**src/rtl/pwm_dt_pkg.sv**
```systemverilog
package pwm_dt_pkg;

   // which lane the steering flip-flop currently points at
   typedef enum logic {
      STEER_A = 1'b0,
      STEER_B = 1'b1
   } steer_e;

   // blanking width: ceil(per * pct / 100) clock cycles
   function automatic int unsigned blank_cycles(input int unsigned per,
                                                input int unsigned pct);
      return (per * pct + 99) / 100;
   endfunction

endpackage

```
**src/rtl/pwm_dt_ramp.sv**
```systemverilog
module pwm_dt_ramp #(
   parameter int unsigned CNT_W = 8
) (
   input  logic             clk,
   input  logic             rst,
   input  logic [CNT_W-1:0] per_i,
   output logic [CNT_W-1:0] ramp_o,
   output logic [CNT_W-1:0] per_o,
   output logic             wrap_o
);
   localparam logic [CNT_W-1:0] PER_MIN = CNT_W'(2);

   logic [CNT_W-1:0] ramp_q;
   logic [CNT_W-1:0] per_q;
   logic [CNT_W-1:0] per_clamped;

   assign per_clamped = (per_i < PER_MIN) ? PER_MIN : per_i;
   assign wrap_o      = (ramp_q == per_q - CNT_W'(1));

   always_ff @(posedge clk) begin
      if (rst) begin
         ramp_q <= '0;
         per_q  <= per_clamped;
      end else if (wrap_o) begin
         ramp_q <= '0;
         per_q  <= per_clamped;
      end else begin
         ramp_q <= ramp_q + CNT_W'(1);
      end
   end

   assign ramp_o = ramp_q;
   assign per_o  = per_q;
endmodule

```
**src/rtl/pwm_dt_lockout.sv**
```systemverilog
module pwm_dt_lockout #(
   parameter int unsigned HOLD = 4
) (
   input  logic clk,
   input  logic rst,
   input  logic raw_ok_i,
   output logic ok_o
);
   localparam int unsigned HW = (HOLD < 2) ? 1 : $clog2(HOLD + 1);

   generate
      if (HOLD == 0) begin : g_direct
         always_ff @(posedge clk) begin
            if (rst) ok_o <= 1'b0;
            else     ok_o <= raw_ok_i;
         end
      end else begin : g_filter
         logic [HW-1:0] run_q;
         always_ff @(posedge clk) begin
            if (rst || !raw_ok_i) begin
               run_q <= '0;
               ok_o  <= 1'b0;
            end else if (run_q != HW'(HOLD)) begin
               run_q <= run_q + HW'(1);
               ok_o  <= (run_q == HW'(HOLD - 1));
            end
         end
      end
   endgenerate
endmodule

```
**src/rtl/pwm_dt_steer.sv**
```systemverilog
module pwm_dt_steer
   import pwm_dt_pkg::*;
(
   input  logic       clk,
   input  logic       rst,
   input  logic       wrap_i,
   input  logic       pp_next_i,
   input  logic       pp_i,
   input  logic       pulse_i,
   output logic [1:0] drv_o
);
   steer_e side_q;

   always_ff @(posedge clk) begin
      if (rst) begin
         side_q <= STEER_A;
      end else if (wrap_i) begin
         if (pp_next_i) side_q <= (side_q == STEER_A) ? STEER_B : STEER_A;
         else           side_q <= STEER_A;
      end
   end

   generate
      for (genvar k = 0; k < 2; k++) begin : g_lane
         localparam steer_e LANE = (k == 0) ? STEER_A : STEER_B;
         assign drv_o[k] = pulse_i & (~pp_i | (side_q == LANE));
      end
   endgenerate
endmodule

```
**src/rtl/pwm_dt_ctrl.sv**
```systemverilog
module pwm_dt_ctrl #(
   parameter int unsigned CNT_W     = 8,
   parameter int unsigned BLANK_PCT = 4,
   parameter int unsigned OK_HOLD   = 4
) (
   input  logic             clk,
   input  logic             rst,
   input  logic             supply_ok_i,
   input  logic             push_pull_i,
   input  logic [CNT_W-1:0] period_i,
   input  logic [CNT_W-1:0] fb_i,
   input  logic [CNT_W-1:0] dt_i,
   output logic             drv1_o,
   output logic             drv2_o,
   output logic             cyc_start_o
);
   if (CNT_W < 2 || CNT_W > 24) begin : g_bad_width
      $error("pwm_dt_ctrl: CNT_W must lie in 2..24");
   end
   if (BLANK_PCT >= 100) begin : g_bad_pct
      $error("pwm_dt_ctrl: BLANK_PCT must be below 100");
   end

   logic [CNT_W-1:0] ramp_w;
   logic [CNT_W-1:0] per_w;
   logic             wrap_w;
   logic             ok_w;
   logic [CNT_W-1:0] fb_q;
   logic [CNT_W-1:0] dt_q;
   logic             pp_q;
   logic [CNT_W-1:0] thr_w;
   logic [CNT_W-1:0] blank_w;
   logic             pulse_w;
   logic [1:0]       drv_w;

   pwm_dt_ramp #(.CNT_W(CNT_W)) ramp_i (
      .clk    (clk),
      .rst    (rst),
      .per_i  (period_i),
      .ramp_o (ramp_w),
      .per_o  (per_w),
      .wrap_o (wrap_w)
   );

   pwm_dt_lockout #(.HOLD(OK_HOLD)) uvlo_i (
      .clk      (clk),
      .rst      (rst),
      .raw_ok_i (supply_ok_i),
      .ok_o     (ok_w)
   );

   // control values and mode change only at a wrap
   always_ff @(posedge clk) begin
      if (rst || wrap_w) begin
         fb_q <= fb_i;
         dt_q <= dt_i;
         pp_q <= push_pull_i;
      end
   end

   assign thr_w   = (fb_q > dt_q) ? fb_q : dt_q;
   assign blank_w = CNT_W'(pwm_dt_pkg::blank_cycles(32'(per_w), BLANK_PCT));
   assign pulse_w = ok_w && (ramp_w >= blank_w) && (ramp_w > thr_w);

   pwm_dt_steer steer_i (
      .clk       (clk),
      .rst       (rst),
      .wrap_i    (wrap_w),
      .pp_next_i (push_pull_i),
      .pp_i      (pp_q),
      .pulse_i   (pulse_w),
      .drv_o     (drv_w)
   );

   assign drv1_o      = drv_w[0];
   assign drv2_o      = drv_w[1];
   assign cyc_start_o = (ramp_w == '0);
endmodule

```
**config.mk**
```make
export PLATFORM = sky130hd
export DESIGN_NAME = pwm_dt_ctrl
export DESIGN_NICKNAME = d
export VERILOG_FILES = /design/src/rtl/pwm_dt_pkg.sv /design/src/rtl/pwm_dt_ramp.sv /design/src/rtl/pwm_dt_lockout.sv /design/src/rtl/pwm_dt_steer.sv /design/src/rtl/pwm_dt_ctrl.sv
export SDC_FILE = /design/constraint.sdc
export NUM_CORES = 1
export LEC_CHECK = 0
export ABC_AREA = 1
export ABC_CLOCK_PERIOD_IN_PS = 5600
export CORE_ASPECT_RATIO = 0.8
export CORE_MARGIN = 4
export CORE_UTILIZATION = 40
export CTS_CLUSTER_DIAMETER = 40
export DETAILED_ROUTE_END_ITERATION = 8
export GPL_TIMING_DRIVEN = 0
export HOLD_SLACK_MARGIN = 0.15
export SKIP_LAST_GASP = 1
export SLEW_MARGIN = 40
export SYNTH_ARGS = -nofsm -noshare
export SYNTH_HDL_FRONTEND = slang
export SYNTH_SLANG_ARGS = --single-unit
```
**constraint.sdc**
```tcl
create_clock -name clk -period 5.6 [get_ports clk]
set_clock_uncertainty 0.1 [all_clocks]
set_input_delay 1.12 -clock clk [delete_from_list [all_inputs] [get_ports clk]]
set_output_delay 1.12 -clock clk [all_outputs]
set_load 0.02 [all_outputs]
```
Word-level counts from Yosys, hierarchy flattened:

Index checks and enable logic that the tools add are counted.

* add/subtract/negate cells: 4
* div/mod/pow operators: 1
* $lt $le $gt $ge: 4
* equal/unequal tests: 3
* muxes and demuxes: 6
* bitwise gates (word level): 6
* reductions and logical operators: 8

Operators with widths (count)
* divider 32 x 7 -> 32 bit, second input constant: 1
* two-way mux 8 bit: 4
* greater-than comparator 8 bit: 2
* adder 10 x 7 -> 11 bit, second input constant: 1
* adder 8 x 1 -> 8 bit, second input constant: 1
* == test 8 bit: 1
* greater-or-equal comparator 8 bit: 1
* logical NOT 8 bit: 1
* < comparator 8 x 2 -> 1 bit, second input constant: 1
* subtractor 8 x 1 -> 8 bit, second input constant: 1
* adder 3 x 1 -> 3 bit, second input constant: 1
* == test 3 x 2 -> 1 bit, second input constant: 1
* inequality test 3 bit, second input constant: 1
* AND 1 bit: 2
* logical AND 1 bit: 2
* logical OR 1 bit: 2
* two-way mux 1 bit: 2
* NOT 1 bit: 2
* OR 1 bit: 2
* nonzero test 2 bit: 1
* OR reduction 2 bit: 1
* logical NOT 1 bit: 1

* register bits: 38
* input port bits: 28
* output and inout bits: 3
* word-level logic and storage cells: 40

Longest topological paths before layout:

Gate-level depths: netlist (run 1).

* depth after elaboration: 6
* mapped depth: 39
* depth with buffers taken out: 39

By module:

From an unflattened synthesis (run 1), not the netlist that was laid out.

* cell total of the unflattened synthesis: 416
* area total of the unflattened synthesis: 3108.0 µm²

By module, submodules not included
* pwm_dt_ctrl: times used 1, cells an instance 256, area each 1900.6 µm², sequential area each 510.5 µm²
* pwm_dt_ramp: times used 1, cells an instance 120, area each 918.4 µm², sequential area each 400.4 µm²
* pwm_dt_lockout: times used 1, cells an instance 30, area each 227.7 µm², sequential area each 80.1 µm²
* pwm_dt_steer: times used 1, cells an instance 10, area each 61.3 µm², sequential area each 20.0 µm²

Worst setup path after synthesis (run 1):

No wires, ideal clock.

* path kind: flip-flop to output port
* start: reg ramp_i.per_q[3], in the netlist ramp_i.per_o[3]
* end: out drv1_o
* arrival time: 4479 ps
* data required time: 4380 ps
* setup slack: -99 ps
* cell stages (with the launch flop): 37
* path buffers: 0
* cells stage by stage: edfxtp_1 > inv_2 > ha_1 > inv_1 > nand3_1 > xor2_1 > a31oi_1 > ha_1 > inv_1 > nand3_1 > nand2_2 > inv_2 > nor2_4 > nand3_4 > nand2_1 > nand3_2 > o21ai_4 > nand3_4 > nand2_2 > nand2_2 > clkinv_1 > nand3_2 > nand2_2 > nand3_4 > nand2_1 > o21ai_1 > nor2_1 > nand3_1 > ha_1 > inv_1 > nand2_1 > a21oi_1 > o21bai_1 > a21oi_1 > o21ai_0 > nand4_1 > a21oi_1

* longest elaborated chain between the ends: 6

Ends and longest elaborated chain
* start: declaration: RTL line pwm_dt_ramp.sv:14 `logic [CNT_W-1:0] per_q;`
* start signal: assignment: RTL line pwm_dt_ramp.sv:23 `per_q <= per_clamped;`
* start signal: assignment: RTL line pwm_dt_ramp.sv:26 `per_q <= per_clamped;`
* adder 10 x 7 -> 11 bit: RTL line pwm_dt_pkg.sv:12 `return (per * pct + 99) / 100;`
* divider 32 x 7 -> 32 bit: RTL line pwm_dt_pkg.sv:12
* greater-or-equal comparator 8 bit: RTL line pwm_dt_ctrl.sv:63 `assign pulse_w = ok_w && (ramp_w >= blank_w) && (ramp_w > thr_w);`
* logical AND 1 bit (2 in a row): RTL line pwm_dt_ctrl.sv:63
* AND 1 bit: RTL line pwm_dt_steer.sv:26 `assign drv_o[k] = pulse_i & (~pp_i | (side_q == LANE));`
* end: declaration: RTL line pwm_dt_ctrl.sv:13 `output logic drv1_o,`

Every way passes these cells.

Worst setup path in the final report (run 1):

* start: reg ramp_i.per_q[1], in the netlist ramp_i.per_o[1]
* end: out drv2_o

* longest elaborated chain between the ends: 6

Ends and longest elaborated chain
* adder 10 x 7 -> 11 bit: RTL line pwm_dt_pkg.sv:12
* divider 32 x 7 -> 32 bit: RTL line pwm_dt_pkg.sv:12
* greater-or-equal comparator 8 bit: RTL line pwm_dt_ctrl.sv:63
* logical AND 1 bit (2 in a row): RTL line pwm_dt_ctrl.sv:63
* AND 1 bit: RTL line pwm_dt_steer.sv:26
* end: declaration: RTL line pwm_dt_ctrl.sv:14 `output logic drv2_o,`

Every way passes these cells.

==> impl_metrics.tcl, run 1 <==
set metrics [dict create \
    grt_pass1_vias 2702 \
    swShare_pct 36.31 \
    status "finished, violations left" \
    max_stage_delay_ps 450 \
    drv_cap 0 \
    sequentialPowerShare_pct 31.4 \
    total_power_mw 1.029 \
    std_cell_rows 29 \
    ant_nets 0 \
    crit_buf_inv 7 \
    fin_ws_ps -787.1 \
    clockPowerShare_pct 25.4 \
    slew_headroom_pct 49.05 \
    synth_largest_area_cell "edfxtp_1" \
    pwr_density_cell_nw_per_um2 241.9 \
    hold_class "flop to flop" \
    antenna_cells 0 \
    synthFlopType "edfxtp_1" \
    ir_worst_vdd_mv 0.1277 \
    holdWs_ps 384.3 \
    cp-start-kind "flop" \
    postSynth.asyncResetShare_pct 0 \
    vias_per_cell 4.868 \
    num_vias 2916 \
    place_inst 566 \
    design_area_um2 4254 \
    numCtsBuffers 5 \
    rsz0062_at_grt "true" \
    crit_family "simple AND/OR/NAND/NOR gates" \
    dp_hpwl_mm 5.535 \
    path_max_fanout 8 \
    worst_pin_slew_ps 761.5 \
    ys_seq_area_share_pct 31.05 \
    cp.arrival_ps 5170 \
    clock.fmax_mhz 156.6 \
    fillers 790 \
    drtPass1Iterations 4 \
    path_clk_slew_ps 80 \
    endpoint_kind "output port" \
    antenna_found_initial 0 \
    place_congestion 0.8110 \
    hold_start "ramp_i.ramp_o[0]" \
    hold_viol_final 0 \
    finalNetCount 551 \
    synth_area_leaders "edfxtp_1 23%, ha_1 13%, nand2_1 10%" \
    crit_path_start "ramp_i.per_o[1]" \
    slowest_stage "edfxtp_1" \
    tritoncts "done" \
    yosysUniqueCellTypes 41 \
    syn_inst 428 \
    critical_path_class "flop to output port" \
    regArea_um2 1011 \
    cts_num_sinks 38 \
    reg2reg_from "ramp_i.per_o[1]" \
    p_sw_mw 0.3736 \
    cts_root_buf "clkbuf_8" \
    dieArea_um2 9655 \
    slew_violations 0 \
    clk_latency_ps 290 \
    post-place-ws_ps -1319 \
    area_growth_pct 30.67 \
    first_iter_violations 129 \
    drcViolationCount 0 \
    syn_avg_cell_area_um2 7.607 \
    die_h_um 88.69 \
    p_leak_nw 1.951 \
    grt_pass1_wl_mm 12.10 \
    stdcell_count 599 \
    grt_max_degree 34 \
    placement.io_buffers 30 \
    htreeDepth 2 \
    violations "negative setup slack" \
    wl_per_cell_um 12.22 \
    core_um2 7910 \
    layout-drive-gt1-share_pct 24.24 \
    synth-seq-cells 38 \
    fin_crit_ps 6387 \
    clock_path_buffers 2 \
    syn_nets 489 \
    multi_input_area_um2 2152 \
    grt_usage_pct 15.64 \
    combPwrFrac_pct 43.2 \
    floorplan.io_pins 31 \
    wirelength_mm 7.320 \
    critPathRequiredTime_ps 4380 \
    path_common_cell "nand2_2" \
    finalCritPeriodShare_pct 114.1 \
    placed_area_um2 3694 \
    finalSetupViolCount 2 \
    synth_warnings 0 \
    power.internal_mw 0.6554 \
    initial_core_util_pct 41.16 \
    die_w_um 108.9 \
    netlist_area_um2 3256 \
    synth_edf_count 25 \
    synth_top_area_share_pct 23.06 \
    grt-ovfl-total 0 \
]
==> synth_stat cells (2+ instances only) <==
master and count:
a211oi_1 3, a21oi_1 21, clkbuf_1 7, clkinv_1 2
dfxtp_1 13, edfxtp_1 25, ha_1 33, inv_1 64
inv_2 5, nand2_1 88, nand2_2 14, nand3_1 23
nand3_2 4, nand3_4 4, nand4_1 13, nor2_1 29
nor2_2 7, nor2_4 2, nor3_1 5, nor4_1 4
o21ai_0 18, o21ai_1 4, o21bai_1 2, or2_2 2
xnor2_1 11, xor2_1 10
==> metal layers <==
layer / routed length [um] / up-vias / track usage [%]
li1: - / 1527 / -
met1: 3625 / 1339 / 22.40
met2: 3327 / 43 / 24.30
met3: 294 / 7 / 2.845
met4: 73 / 0 / 4.128
met5: 0 / - / 0
==> through the flow <==
stage | utilization [%] | TNS (ps)
global placement | 46.66 | -2563
global route | 53.78 | -2276
CTS | 52.10 | -1426
finish | 53.78 | -1557
floorplan | - | -197.9
detailed placement | 46.69 | -2635
==> final cells by class <==
| type | count | area share (%) |
|---|---|---|
| repair buffers | 55 | 11.62 |
| well taps | 108 | 3.176 |
| inverters | 72 | 6.824 |
| clock inverters | 2 | 0.9118 |
| plain buffers | 9 | 0.9118 |
| clock buffers | 6 | 2.206 |
| flip-flops and latches | 38 | 23.76 |
| multi-input cells | 309 | 50.59 |
==> cell families (layout without fill, tap and decap cells) <==
group,Yosys count,after routing,share of synthesized area [%]
AOI/OAI and AO/OA,54,54,9.455
and+or+nand+nor,200,200,30.75
adders and majority gates,33,33,12.68
buffers and inverters,81,144,9.916
xor gates and xnor gates,22,22,6.149
DFF,38,38,31.05
==> cells in the final DEF, fill, tap and decap left out, types with 10 or more instances in the layout <==
master / n
xnor2_1: 11
buf_4: 25
nand2_1: 74
o21ai_0: 17
nand4_1: 13
dfxtp_1: 13
edfxtp_1: 25
clkdlybuf4s50_1: 28
ha_1: 28
inv_1: 56
nand2_4: 10
inv_2: 11
nor2_1: 28
nand3_1: 19
nand2_2: 19
a21oi_1: 18
==> registers in the layout (all words and copies together) (netlist names) <==
name / flops
dt_q: 8
fb_q: 8
ramp_i.per_o: 8
ramp_i.ramp_o: 8
uvlo_i.g_filter.run_q: 3
pp_q: 1
steer_i.side_q: 1
uvlo_i.ok_o: 1
==> power by group through the flow <==
stage	Combinational [mW]	Sequential, mW	Clock (mW)
after global routing	0.500	0.325	0.280
after detailed placement	0.355	0.330	0
after floorplan	0.276	0.327	0
after CTS	0.408	0.323	0.268
final	0.444	0.323	0.262
after global placement	0.346	0.330	0
==> final timing paths <==
kind,to,slack [ps],cells after the start
worst max register to register,dt_q[1],2660,10
worst min-delay path,ramp_i.ramp_o[0],380,1
worst min register to register,ramp_i.ramp_o[0],380,1
worst max-delay path,drv2_o,-790,38
==> timing repair <==
action	in CTS	in global routing
gates cloned	0	0
setup buffers	20	5
hold buffers	0	0
gates resized for setup	51	21
endpoints found under the setup margin	2	2
pin swaps	27	21
Power figures use the tool's default switching activity.
==> run 2, diff against run 1 <==
--- a/config.mk
+++ b/config.mk
@@ -6,7 +6,7 @@
 export NUM_CORES = 1
 export LEC_CHECK = 0
 export ABC_AREA = 1
-export ABC_CLOCK_PERIOD_IN_PS = 5600
+export ABC_CLOCK_PERIOD_IN_PS = 6600
 export CORE_ASPECT_RATIO = 0.8
 export CORE_MARGIN = 4
 export CORE_UTILIZATION = 40
@@ -14,6 +14,7 @@
 export DETAILED_ROUTE_END_ITERATION = 8
 export GPL_TIMING_DRIVEN = 0
 export HOLD_SLACK_MARGIN = 0.15
+export PLACE_DENSITY_LB_ADDON = 0.3
 export SKIP_LAST_GASP = 1
 export SLEW_MARGIN = 40
 export SYNTH_ARGS = -nofsm -noshare
==> constraint.sdc (replaced) <==
create_clock -name clk -period 6.6 [get_ports clk]
set_clock_uncertainty 0.1 [all_clocks]
set_input_delay 1.32 -clock clk [delete_from_list [all_inputs] [get_ports clk]]
set_output_delay 1.32 -clock clk [all_outputs]
set_load 0.02 [all_outputs]
==> run 2 against run 1 <==
Against the previous run:
- the run still ends with negative setup slack left
- non-clock buffer count is 2 higher
- sequential power is 15% lower
- global-route usage is 0.26 points lower
- power is 19% lower
- largest power group unchanged
- critical path depth is 1 lower
- routed wire length is 0.72% lower
- final cell count is 0.33% higher
==> impl_metrics.tcl, run 2 (synthesis results as in run 1) <==
set metrics [dict create \
    cp.arrival_ps 5250 \
    grt_max_degree 34 \
    status "finished, violations left" \
    mostFrequentLayoutCell "nand2_1" \
    dieArea_um2 9655 \
    hold_start "ramp_i.ramp_o[0]" \
    critical_path_class "flop to output port" \
    min_to "ramp_i.ramp_o[0]" \
    cp-start-kind "flop" \
    r2r_slack_ps 3860 \
    worstReg2RegEnd "ramp_i.per_o[0]" \
    tritoncts "done" \
    drcViolationCount 0 \
    cts_num_sinks 38 \
    area_growth_pct 29.86 \
    fin_crit_ps 6673 \
    path_clk_slew_ps 70 \
    vias_per_cell 4.847 \
    finalCritPeriodShare_pct 101.1 \
    wirelength_mm 7.267 \
    die_w_um 108.9 \
    min_path_cells 1 \
    path_common_cell "nand2_2" \
    clk_latency_ps 290 \
    worst_pin_slew_ps 753.1 \
    placed_area_um2 3694 \
    fin_ws_ps -73.21 \
    wl_per_cell_um 12.09 \
    violations "negative setup slack" \
    layout-drive-gt1-share_pct 25.35 \
    num_vias 2913 \
    final_cell_mix "73 x nand2_1, 55 x inv_1, 29 x buf_4, 29 x ha_1, 28 x clkdlybuf4s50_1" \
    slew_violations 0 \
    placement.io_buffers 30 \
    drtPass1Iterations 4 \
    crit_path_start "ramp_i.per_o[1]" \
    grt_usage_pct 15.37 \
    die_h_um 88.69 \
    antenna_found_initial 0 \
    grt-ovfl-total 0 \
    p_leak_nw 1.941 \
    reg2reg_depth 11 \
    finalNetCount 553 \
    slew_headroom_pct 49.61 \
    std_cell_rows 29 \
    critPathRequiredTime_ps 5180 \
    endpoint_kind "output port" \
    finish.utilization_pct 53.45 \
    slowest_stage "edfxtp_1" \
    clock.fmax_mhz 149.9 \
    ctsHoldBuffers 0 \
    first_iter_violations 126 \
    ant_nets 0 \
    grt_pass1_wl_mm 12.04 \
    holdWs_ps 376.0 \
    hold_class "flop to flop" \
    rsz0062_at_grt "true" \
    stdcell_count 601 \
    design_area_um2 4228 \
    grt_pass1_vias 2701 \
    htreeDepth 2 \
    core_um2 7910 \
    antenna_cells 0 \
    drv_cap 0 \
    reg2reg_from "ramp_i.per_o[1]" \
    numCtsBuffers 5 \
    place_inst 566 \
    max_stage_delay_ps 440 \
    finalSetupViolCount 2 \
    cts_root_buf "clkbuf_8" \
    hold_viol_final 0 \
    dp_hpwl_mm 5.380 \
    place_congestion 0.8116 \
    floorplan.io_pins 31 \
    ir_worst_vdd_mv 0.1456 \
    pwr_density_cell_nw_per_um2 198.1 \
    path_max_fanout 8 \
    clock_path_buffers 2 \
    initial_core_util_pct 41.16 \
]
-- run 2: cell count changes in the layout (fill, tap and decap cells not counted), moves of 2 or more --
cell / change
ha_4: -2
inv_4: +2
nand3_2: -2
buf_4: +4
buf_6: -2
-- run 2: cell type report --
class,count,area [um2]
flip-flops and latches,38,1011
multi-input cells,309,2151
clock buffers,6,82.58
inverters,72,295.3
clock inverters,2,12.51
well taps,108,135.1
repair buffers,57,501.7
fillers,766,3682
plain buffers,9,38.79
-- run 2: worst max-delay path: cells and delay by family (launching register included) --
family          cells  cell delay (ps)
compound gates      8             1120
simple gates       20             2180
flops               1              440
fa+ha+maj           3              750
buf+inv             6              470
-- run 2: worst max path at each step --
stage / endpoint / slack (ps) / cells after the start
floorplan: drv1_o / 700 / 36
global placement: drv1_o / -420 / 37
detailed placement: drv2_o / -500 / 38
CTS: drv2_o / 4 / 37
global route: drv2_o / -510 / 37
finish: drv2_o / -70 / 37
-- run 2: per-stage QoR --
step	power [mW]	TNS [ps]	worst slack (ps)
3_5_place_dp	0.5791	-950.8	-495.2
4_1_cts	0.7631	0	3.578
2_1_floorplan	0.5113	0	701.1
6_report	0.8375	-119.4	-73.21
3_3_place_gp	0.5708	-838.3	-421.2
5_1_grt	0.9040	-1025	-514.4
-- run 2: per-layer routing --
layer,part of all wire (%),global-route usage [%]
met1,50,21.62
met2,45,24.25
met3,4.0,2.991
met4,0.87,4.014
met5,0,0
-- run 2: report_power, final --
group	switching, mW	total [mW]	internal [mW]	leakage, nW
Sequential	0.00838	0.274	0.266	0.350
Combinational	0.230	0.395	0.165	1.54
Clock	0.0839	0.168	0.0839	0.0472
-- run 2: repair_timing --
| item | 4_1_cts | 5_1_grt |
|---|---|---|
| pin swaps | 5 | 37 |
| resized for setup | 24 | 52 |
| buffers inserted | 13 | 14 |
| endpoints found under the setup margin | 2 | 2 |
==> run 3, diff against run 2 <==
--- a/config.mk
+++ b/config.mk
@@ -12,6 +12,7 @@
 export CORE_UTILIZATION = 40
 export CTS_CLUSTER_DIAMETER = 40
 export DETAILED_ROUTE_END_ITERATION = 8
+export GPL_ROUTABILITY_DRIVEN = 0
 export GPL_TIMING_DRIVEN = 0
 export HOLD_SLACK_MARGIN = 0.15
 export PLACE_DENSITY_LB_ADDON = 0.3
==> results of run 3 <==
No change in the layout: final DEF, timing and power equal those of run 2.
